===== config.mk =====
export PLATFORM = sky130hd
export DESIGN_NAME = pmac_datapath
export DESIGN_NICKNAME = d
export VERILOG_FILES = /design/src/rtl/pmac_pkg.sv /design/src/rtl/pmac_decode.sv /design/src/rtl/pmac_regs.sv /design/src/rtl/pmac_mul.sv /design/src/rtl/pmac_acc.sv /design/src/rtl/pmac_datapath.sv
export SDC_FILE = /design/constraint.sdc
export NUM_CORES = 1
export LEC_CHECK = 0
export BUFFER_PORTS_ARGS = -buffer_cell sky130_fd_sc_hd__buf_2
export CAP_MARGIN = 20
export CORE_MARGIN = 10
export CORE_UTILIZATION = 25
export DETAILED_ROUTE_END_ITERATION = 10
export PLACE_DENSITY = 0.39
export SYNTH_ARGS = -nofsm -noshare
export SYNTH_HDL_FRONTEND = slang
export SYNTH_SLANG_ARGS = --single-unit
export TNS_END_PERCENT = 1

===== constraint.sdc =====
create_clock -name clk -period 11.65 [get_ports clk]
set_input_delay 1.165 -clock clk [delete_from_list [all_inputs] [get_ports clk]]
set_output_delay 1.165 -clock clk [all_outputs]
set_load 0.02 [all_outputs]

===== src/rtl/pmac_pkg.sv =====
`timescale 1ns/1ps
// pmac_pkg: shared widths, instruction field positions and decoded
// control types for the parallel multiply-accumulate datapath.
package pmac_pkg;

    localparam int DATA_W   = 16;
    localparam int ACC_W    = 22;
    localparam int INSTR_W  = 18;

    // Field positions inside the instruction word
    localparam int MSEL_LSB = 10;
    localparam int XFER_LSB = 12;
    localparam int ASEL_LSB = 14;
    localparam int HOLD_BIT = 16;
    localparam int RD_BIT   = 17;

    typedef enum logic [1:0] {
        MUL_DAR = 2'b00,
        MUL_ACC = 2'b01,
        MUL_DAL = 2'b10,
        MUL_R1  = 2'b11
    } mul_src_e;

    typedef enum logic [1:0] {
        ADD_ZERO = 2'b00,
        ADD_R2   = 2'b01,
        ADD_ACC  = 2'b10,
        ADD_DAL  = 2'b11
    } add_src_e;

    typedef enum logic [1:0] {
        XF_NONE   = 2'b00,
        XF_TO_DAL = 2'b01,
        XF_TO_DAR = 2'b10,
        XF_OUTDAR = 2'b11
    } xfer_e;

    typedef struct packed {
        logic     rd;
        logic     hold_r2;
        add_src_e asrc;
        xfer_e    xf;
        mul_src_e msrc;
    } pmac_ctl_t;

endpackage


===== src/rtl/pmac_decode.sv =====
`timescale 1ns/1ps
// pmac_decode: splits the instruction word into its independent fields.
// Assumes fixed field positions from pmac_pkg; bits below MSEL_LSB are
// unused and deliberately ignored.
module pmac_decode
    import pmac_pkg::*;
#(
    parameter int IW = INSTR_W
) (
    input  logic [IW-1:0] instr,
    output pmac_ctl_t     ctl
);

    logic unused_low;

    // Field extraction; every field is decoded in parallel
    always_comb begin
        ctl.rd      = instr[RD_BIT];
        ctl.hold_r2 = instr[HOLD_BIT];
        ctl.asrc    = add_src_e'(instr[ASEL_LSB +: 2]);
        ctl.xf      = xfer_e'(instr[XFER_LSB +: 2]);
        ctl.msrc    = mul_src_e'(instr[MSEL_LSB +: 2]);
    end

    // Collects the ignored low bits so they are visibly consumed
    assign unused_low = ^instr[MSEL_LSB-1:0];

endmodule


===== src/rtl/pmac_regs.sv =====
`timescale 1ns/1ps
// pmac_regs: input register, holding register and the two delay-data
// registers. All updates use start-of-cycle values, so a read into the
// input register and a copy to the holding register in the same cycle
// move the old input value. Reset is synchronous, active low.
module pmac_regs
    import pmac_pkg::*;
#(
    parameter int DW = DATA_W
) (
    input  logic          clk,
    input  logic          rst_n,
    input  pmac_ctl_t     ctl,
    input  logic [DW-1:0] mem_rdata,
    input  logic [DW-1:0] acc_sat,
    output logic [DW-1:0] r1_q,
    output logic [DW-1:0] r2_q,
    output logic [DW-1:0] dal_q,
    output logic [DW-1:0] dar_q
);

    // Input register: loads memory data only in read cycles
    always_ff @(posedge clk) begin
        if (!rst_n)      r1_q <= '0;
        else if (ctl.rd) r1_q <= mem_rdata;
    end

    // Holding register: copies the input register when the hold bit is low
    always_ff @(posedge clk) begin
        if (!rst_n)            r2_q <= '0;
        else if (!ctl.hold_r2) r2_q <= r1_q;
    end

    // Left delay register: takes the clamped accumulator on code 01
    always_ff @(posedge clk) begin
        if (!rst_n)                  dal_q <= '0;
        else if (ctl.xf == XF_TO_DAL) dal_q <= acc_sat;
    end

    // Right delay register: takes the clamped accumulator on code 10
    always_ff @(posedge clk) begin
        if (!rst_n)                  dar_q <= '0;
        else if (ctl.xf == XF_TO_DAR) dar_q <= acc_sat;
    end

endmodule


===== src/rtl/pmac_mul.sv =====
`timescale 1ns/1ps
// pmac_mul: selects the multiplicand, forms the signed Q1.15 product with
// floor rounding and saturation, and registers it for use by the add of
// the next instruction. The only overflow is +1.0, clamped to max positive.
module pmac_mul
    import pmac_pkg::*;
#(
    parameter int DW = DATA_W
) (
    input  logic          clk,
    input  logic          rst_n,
    input  mul_src_e      msrc,
    input  logic [DW-1:0] r1_q,
    input  logic [DW-1:0] dal_q,
    input  logic [DW-1:0] dar_q,
    input  logic [DW-1:0] acc_sat,
    input  logic [DW-1:0] coef,
    output logic [DW-1:0] prod_q
);

    localparam int FW = 2 * DW;
    localparam logic [DW-1:0] POS_MAX = {1'b0, {(DW-1){1'b1}}};
    localparam logic [DW-1:0] NEG_MAX = {1'b1, {(DW-1){1'b0}}};

    logic [DW-1:0]        opnd;
    logic signed [FW-1:0] full;
    logic [DW-1:0]        prod_d;

    // Multiplicand selection from the four sources
    always_comb begin
        unique case (msrc)
            MUL_DAR: opnd = dar_q;
            MUL_ACC: opnd = acc_sat;
            MUL_DAL: opnd = dal_q;
            default: opnd = r1_q;
        endcase
    end

    // Full-precision signed product
    assign full = $signed(opnd) * $signed(coef);

    // Realign to Q1.15; the two top bits differ only on overflow
    always_comb begin
        if (full[FW-1] != full[FW-2])
            prod_d = full[FW-1] ? NEG_MAX : POS_MAX;
        else
            prod_d = full[FW-2:DW-1];
    end

    // Product pipeline register
    always_ff @(posedge clk) begin
        if (!rst_n) prod_q <= '0;
        else        prod_q <= prod_d;
    end

endmodule


===== src/rtl/pmac_acc.sv =====
`timescale 1ns/1ps
// pmac_acc: augend selection, 22-bit add of the previous product and the
// accumulator register, plus the clamped 16-bit view of the accumulator.
// Assumes the accumulator is wider than the data path.
module pmac_acc
    import pmac_pkg::*;
#(
    parameter int DW = DATA_W,
    parameter int AW = ACC_W
) (
    input  logic          clk,
    input  logic          rst_n,
    input  add_src_e      asrc,
    input  logic [DW-1:0] r2_q,
    input  logic [DW-1:0] dal_q,
    input  logic [DW-1:0] prod_q,
    output logic [AW-1:0] acc_q,
    output logic [DW-1:0] acc_sat
);

    localparam int EXT = AW - DW;
    localparam logic [DW-1:0] POS_MAX = {1'b0, {(DW-1){1'b1}}};
    localparam logic [DW-1:0] NEG_MAX = {1'b1, {(DW-1){1'b0}}};

    logic [AW-1:0] augend;
    logic [AW-1:0] prod_ext;
    logic [EXT:0]  top_bits;

    // Augend selection with sign extension of the 16-bit sources
    always_comb begin
        unique case (asrc)
            ADD_ZERO: augend = '0;
            ADD_R2:   augend = {{EXT{r2_q[DW-1]}}, r2_q};
            ADD_ACC:  augend = acc_q;
            default:  augend = {{EXT{dal_q[DW-1]}}, dal_q};
        endcase
    end

    // Sign-extended product from the previous instruction
    assign prod_ext = {{EXT{prod_q[DW-1]}}, prod_q};

    // Accumulator register: written every cycle with augend plus product
    always_ff @(posedge clk) begin
        if (!rst_n) acc_q <= '0;
        else        acc_q <= augend + prod_ext;
    end

    // Clamp to the 16-bit range when the upper bits are not a sign extension
    assign top_bits = acc_q[AW-1:DW-1];
    always_comb begin
        if ((top_bits == '0) || (top_bits == '1))
            acc_sat = acc_q[DW-1:0];
        else
            acc_sat = acc_q[AW-1] ? NEG_MAX : POS_MAX;
    end

endmodule


===== src/rtl/pmac_datapath.sv =====
`timescale 1ns/1ps
// pmac_datapath: top of the parallel-issue multiply-accumulate datapath.
// Decodes one instruction per clock and runs multiply, add, memory
// access, accumulator transfer and register transfer together.
// Assumes the instruction and coefficient are valid every cycle.
module pmac_datapath
    import pmac_pkg::*;
#(
    parameter int DW = DATA_W,
    parameter int AW = ACC_W,
    parameter int IW = INSTR_W
) (
    input  logic          clk,
    input  logic          rst_n,
    input  logic [IW-1:0] instr,
    input  logic [DW-1:0] coef,
    input  logic [DW-1:0] mem_rdata,
    output logic          mem_wr,
    output logic [DW-1:0] mem_wdata
);

    pmac_ctl_t     ctl;
    logic [DW-1:0] r1_q;
    logic [DW-1:0] r2_q;
    logic [DW-1:0] dal_q;
    logic [DW-1:0] dar_q;
    logic [DW-1:0] prod_q;
    logic [AW-1:0] acc_q;
    logic [DW-1:0] acc_sat;

    pmac_decode #(.IW(IW)) u_dec (
        .instr (instr),
        .ctl   (ctl)
    );

    pmac_regs #(.DW(DW)) u_regs (
        .clk       (clk),
        .rst_n     (rst_n),
        .ctl       (ctl),
        .mem_rdata (mem_rdata),
        .acc_sat   (acc_sat),
        .r1_q      (r1_q),
        .r2_q      (r2_q),
        .dal_q     (dal_q),
        .dar_q     (dar_q)
    );

    pmac_mul #(.DW(DW)) u_mul (
        .clk     (clk),
        .rst_n   (rst_n),
        .msrc    (ctl.msrc),
        .r1_q    (r1_q),
        .dal_q   (dal_q),
        .dar_q   (dar_q),
        .acc_sat (acc_sat),
        .coef    (coef),
        .prod_q  (prod_q)
    );

    pmac_acc #(.DW(DW), .AW(AW)) u_acc (
        .clk     (clk),
        .rst_n   (rst_n),
        .asrc    (ctl.asrc),
        .r2_q    (r2_q),
        .dal_q   (dal_q),
        .prod_q  (prod_q),
        .acc_q   (acc_q),
        .acc_sat (acc_sat)
    );

    // Memory port: write flag and write data, zero data during reads
    always_comb begin
        mem_wr = !ctl.rd;
        if (ctl.rd)                  mem_wdata = '0;
        else if (ctl.xf == XF_OUTDAR) mem_wdata = dar_q;
        else                         mem_wdata = acc_sat;
    end

endmodule


-- Word level (Yosys, flattened, before mapping)
Index checks and enable logic that the tools add are counted.
- add/sub/neg operators: 1
- $mul: 1
- equality and inequality tests: 9
- muxes and demuxes: 8
- reductions and logical operators: 5
- operators with widths (operator ; count):
    $mux 16 ; 6
    $pmux 22 s3 ; 1
    $pmux 16 s3 ; 1
    $mul 16x16->32 ; 1
    $add 22x22->22 ; 1
    $eq 2x2->1 const B ; 4
    $eq 7x7->1 const B ; 1
    $logic_not 7->1 ; 1
    $eq 2x1->1 const B ; 3
    $logic_not 2->1 ; 2
    $logic_not 1->1 ; 1
    $logic_or 1x1->1 ; 1
    $ne 1x1->1 ; 1
- bits in registers: 102
- input port bits: 52
- output and inout bits: 17
- logic and storage cells: 30

-- Logic depth before layout (Yosys ltp)
- depth in word-level cells: 7
- depth in mapped cells: 34
- depth with buffers taken out: 30

-- Modules after synthesis
From an unflattened synthesis, not the netlist that was laid out.
- cell total of the unflattened synthesis: 1745
- area, all modules: 15919.0 um^2
- by module, submodules not included (module ; times used ; cells each ; area an instance (um^2) ; seq. area each (um^2)):
    pmac_mul ; 1 ; 1175 ; 10807.9 ; 320.3
    pmac_regs ; 1 ; 227 ; 2453.6 ; 1281.2
    pmac_acc ; 1 ; 278 ; 2178.3 ; 440.4
    pmac_datapath ; 1 ; 57 ; 419.2 ; 0.0
    pmac_decode ; 1 ; 8 ; 60.1 ; 0.0

-- Worst setup path after synthesis
Ideal clock, no wire load.
- path type: input port to flip-flop
- from: input port instr[10]
- to: register u_mul.prod_q[1]
- data arrival time: 8.536 ns
- data required time: 11.536 ns
- setup slack: 3.000 ns
- stages: 27
- path buffers: 5
- cells stage by stage: buf_6 buf_1 mux4_2 clkbuf_1 nand2_1 inv_1 fa_1 fa_1 fa_1 fa_1 fa_1 inv_1 fa_1 inv_1 ha_1 and3_1 nand2_1 or3_1 o221ai_1 a21oi_2 o31ai_4 a31oi_4 xnor2_1 and3_1 buf_6 buf_6 a21o_1
- cells in the longest elaborated chain, start to end: 5
- elaborated cells on any way between the ends: 8
- classes of those cells: 1 x mul; 3 x eq/ne; 3 x mux; 1 x reduce/logical
- ends and longest elaborated chain (element ; line ; RTL):
    from (decl) ; pmac_datapath.sv:15 ; input logic [IW-1:0] instr,
    $eq 2x2->1, or another cell as far along ; pmac_mul.sv:31 ; unique case (msrc)
    $pmux 16 s3 (*) ; pmac_mul.sv:31 ;
    $mul 16x16->32 (*) ; pmac_mul.sv:40 ; assign full = $signed(opnd) * $signed(coef);
    $mux 16 or $ne 1x1->1 (tied branches) ; pmac_mul.sv:45, pmac_mul.sv:44 ;
    $mux 16 (*) ; pmac_mul.sv:44 ; if (full[FW-1] != full[FW-2])
    to (signal assigned) ; pmac_mul.sv:53 ; else prod_q <= prod_d;
    to (decl) ; pmac_mul.sv:18 ; output logic [DW-1:0] prod_q
Every way passes the cells marked *; elsewhere a longest branch is shown, timed or not.
A chain may end at the register's enable or synchronous reset.

-- Worst setup path in the final report
- from: input port instr[10]
- to: register u_mul.prod_q[7]
The elaborated chain is that of the path after synthesis.

==> qor.json <==
{
  "status": "completed",
  "cts_buffer_depth": 2,
  "synth.top_cell.area_share": 0.348,
  "final.period_utilization": 0.774,
  "worstSetupStartpointType": "primary input",
  "number_of_flops_mapped_to_enable_cells_by_yosys": 0,
  "layout-drive-gt1-share": 0.0758,
  "detailedPlacementHpwl_mm": 33.4,
  "placementRows": 90,
  "setup-violations-final": 0,
  "post_synth_instance_area_um2": 15100,
  "share_of_the_yosys_chip_area_belonging_to_registers": 0.135,
  "detail-route-antenna-nets": 0,
  "starting_density_of_the_core": 0.252,
  "holdCritPathClass": "flip-flop to flip-flop",
  "cts_root_buffer": "clkbuf_16",
  "area_growth_syn_to_layout_pct": 8.66,
  "via_count": 11034,
  "cts.reportedPaths.clkPinSlew_ns": 0.07,
  "grt_usage": 0.121,
  "synthTopCellsByCount": "inv_1, fa_1, nor2_1, nand2_1, and2_1",
  "timing.hold.worst_path_depth": 2,
  "most_used_flip_flop_cell_after_synthesis": "dfxtp_1",
  "dieArea_um2": 70800,
  "route.final.wire_length_mm": 41.3,
  "post-cts-setup-buffer-count": 0,
  "yosys_warnings": 0,
  "num_antenna_cells": 0,
  "antenna_violations_before_repair": 1,
  "timing.clock.skew_ns": 0.00885,
  "cp_common_cell": "fa_1",
  "ctsHtreeMaxLevel": 3,
  "ff2ff_path_depth": 29,
  "async_reset_ff_frac": 0,
  "cp.arrival_ns": 9.32,
  "cts.repair.resized": 0,
  "max-cap-violations": 0,
  "crit_type": "primary input to flip-flop",
  "yosysTopAreaCell": "fa_1",
  "detailedRoute.firstIterationViolations": 576,
  "achievable-frequency_mhz": 111,
  "final_hold_viol_count": 0,
  "coreArea_um2": 60100,
  "worst_setup_end_kind": "flip-flop",
  "globalRoute.totalOverflow": 0,
  "synth.area.top_cells": "fa_1, dfxtp_1, ha_1, inv_1, and2_1",
  "postSynthRegisterBits": 102,
  "slew_headroom": 0.324,
  "dieHeight_um": 266,
  "io_pins": 69,
  "synth.lib_cells_used.distinct": 62,
  "cts_tree": "yes",
  "finalNetCount": 2111,
  "cts-buffers-inserted": 9,
  "syn-mean-instance-area_um2": 8.94,
  "timing.critical_path.fanout_max": 20,
  "cpPeakStageDelay_ns": 0.90,
  "routabilityCongestion": 0.779,
  "critical-path-slowest-cell": "fa_1",
  "timing.final.max_slew_violations": 0,
  "timing_worst_slew_pin_value_ns": 1.01,
  "holdBufCountCts": 0,
  "crit_chain": "buf_2, mux4_2, nand2_1, inv_1, fa_1, fa_1, fa_1, fa_1, fa_1, inv_1, fa_1, inv_1, ha_1, and3_1, nand2_1, or3_1, o221ai_1, a21oi_2, o31ai_4, nor4_1, o41ai_4, a31o_1",
  "drt-pass1-iter-count": 5,
  "post-route-drc-count": 0,
  "clk-insertion-delay-late_ns": 0.35,
  "synthesis.instances": 1692,
  "grt_setup_unrepaired": "no",
  "numPortBuffers": 58,
  "die_width_um": 266,
  "maximum_number_of_pins_on_one_net_before_global_route_repair": 84,
  "global_route_wire_length_before_repair_mm": 67.8,
  "syn_nets": 2106,
  "cts_num_sinks": 102,
  "vias_per_cell": 4.44,
  "timing.critical_path.required_ns": 11.95,
  "synth.most_common_cell": "inv_1",
  "finalSetupTns_ns": 0,
  "first_global_vias": 11864,
  "fin_crit_ns": 9.02,
  "wire_per_inst_um": 16.6
}
-- layout by cell type, fill, tap and decap left out, types with 17 or more instances in the layout --
cell type  synthesis  layout
inv_1            316     315
fa_1             263     263
nor2_1           175     175
nand2_1          153     153
and2_1           124     124
dfxtp_1          102     102
ha_1              99      99
a21oi_1           80      80
buf_2              1      58
o21ai_0           43      43
mux2i_1           33      33
a21o_1            32      32
xnor2_1           27      27
mux2_2            17      17
-- stage by stage --
step	cells	setup WS, ns	util	hold WS (ns)	instance area [um2]
floorplan	1692	3.00	-	0.464	15100
global placement	2468	2.24	0.269	0.482	16200
detailed placement	2468	2.20	0.269	0.487	16200
CTS	2484	2.54	0.273	0.505	16400
global route	2484	2.05	0.273	0.523	16400
finish	2484	2.63	0.273	0.502	16400
-- worst max-delay path, delay by kind of cell --
| family | cells | cell delay, ns |
|---|---|---|
| buffers and inverters | 4 | 0.74 |
| AND/OR/NAND/NOR | 5 | 1.12 |
| multiplexers | 1 | 0.80 |
| adder cells (fa/ha/maj) | 7 | 3.93 |
| AO/OA/AOI/OAI | 5 | 1.52 |
-- final timing paths --
check | startpoint | slack (ns) | endpoint
max | instr[10] | 2.63 | u_mul.prod_q[7]
min | u_regs.r2_q[8] | 0.50 | u_regs.r2_q[8]
max reg2reg | u_acc.acc_q[21] | 3.00 | u_mul.prod_q[7]
min reg2reg | u_regs.r2_q[8] | 0.50 | u_regs.r2_q[8]
-- routing by layer --
metal	wire (um)	global-route usage	part of all wire	vias up
met5	0	0	0	-
met3	810	0.00996	0.020	24
li1	-	-	-	5248
met2	20700	0.210	0.50	130
met4	401	0.0181	0.0097	0
met1	19400	0.164	0.47	5632
-- flip-flops by register name (all words and copies together) (netlist names) --
| signal | cells |
|---|---|
| u_acc.acc_q | 22 |
| u_mul.prod_q | 16 |
| u_regs.dal_q | 16 |
| u_regs.dar_q | 16 |
| u_regs.r1_q | 16 |
| u_regs.r2_q | 16 |
-- final cells by class --
type                       instances  area (um2)
clock buffer                      12         236
clock inverter                     4        47.5
fill                            6528       43700
inverter                         316        1190
multi-input combinational       1202       11600
sequential                       102        2040
tap                              782         978
timing repair buffer              66         350
-- logic make-up after synthesis --
family / Yosys count / synth area share
and+or+nand+nor: 520 / 0.161
xor gates and xnor gates: 42 / 0.0243
adders and majority gates: 362 / 0.430
muxes: 65 / 0.0561
AOI/OAI and AO/OA: 213 / 0.0960
buffers and inverters: 388 / 0.0983
DFF: 102 / 0.135
Power is not shown: default switching activity piles up to over one toggle a cycle in this logic, so the estimate is an artifact.
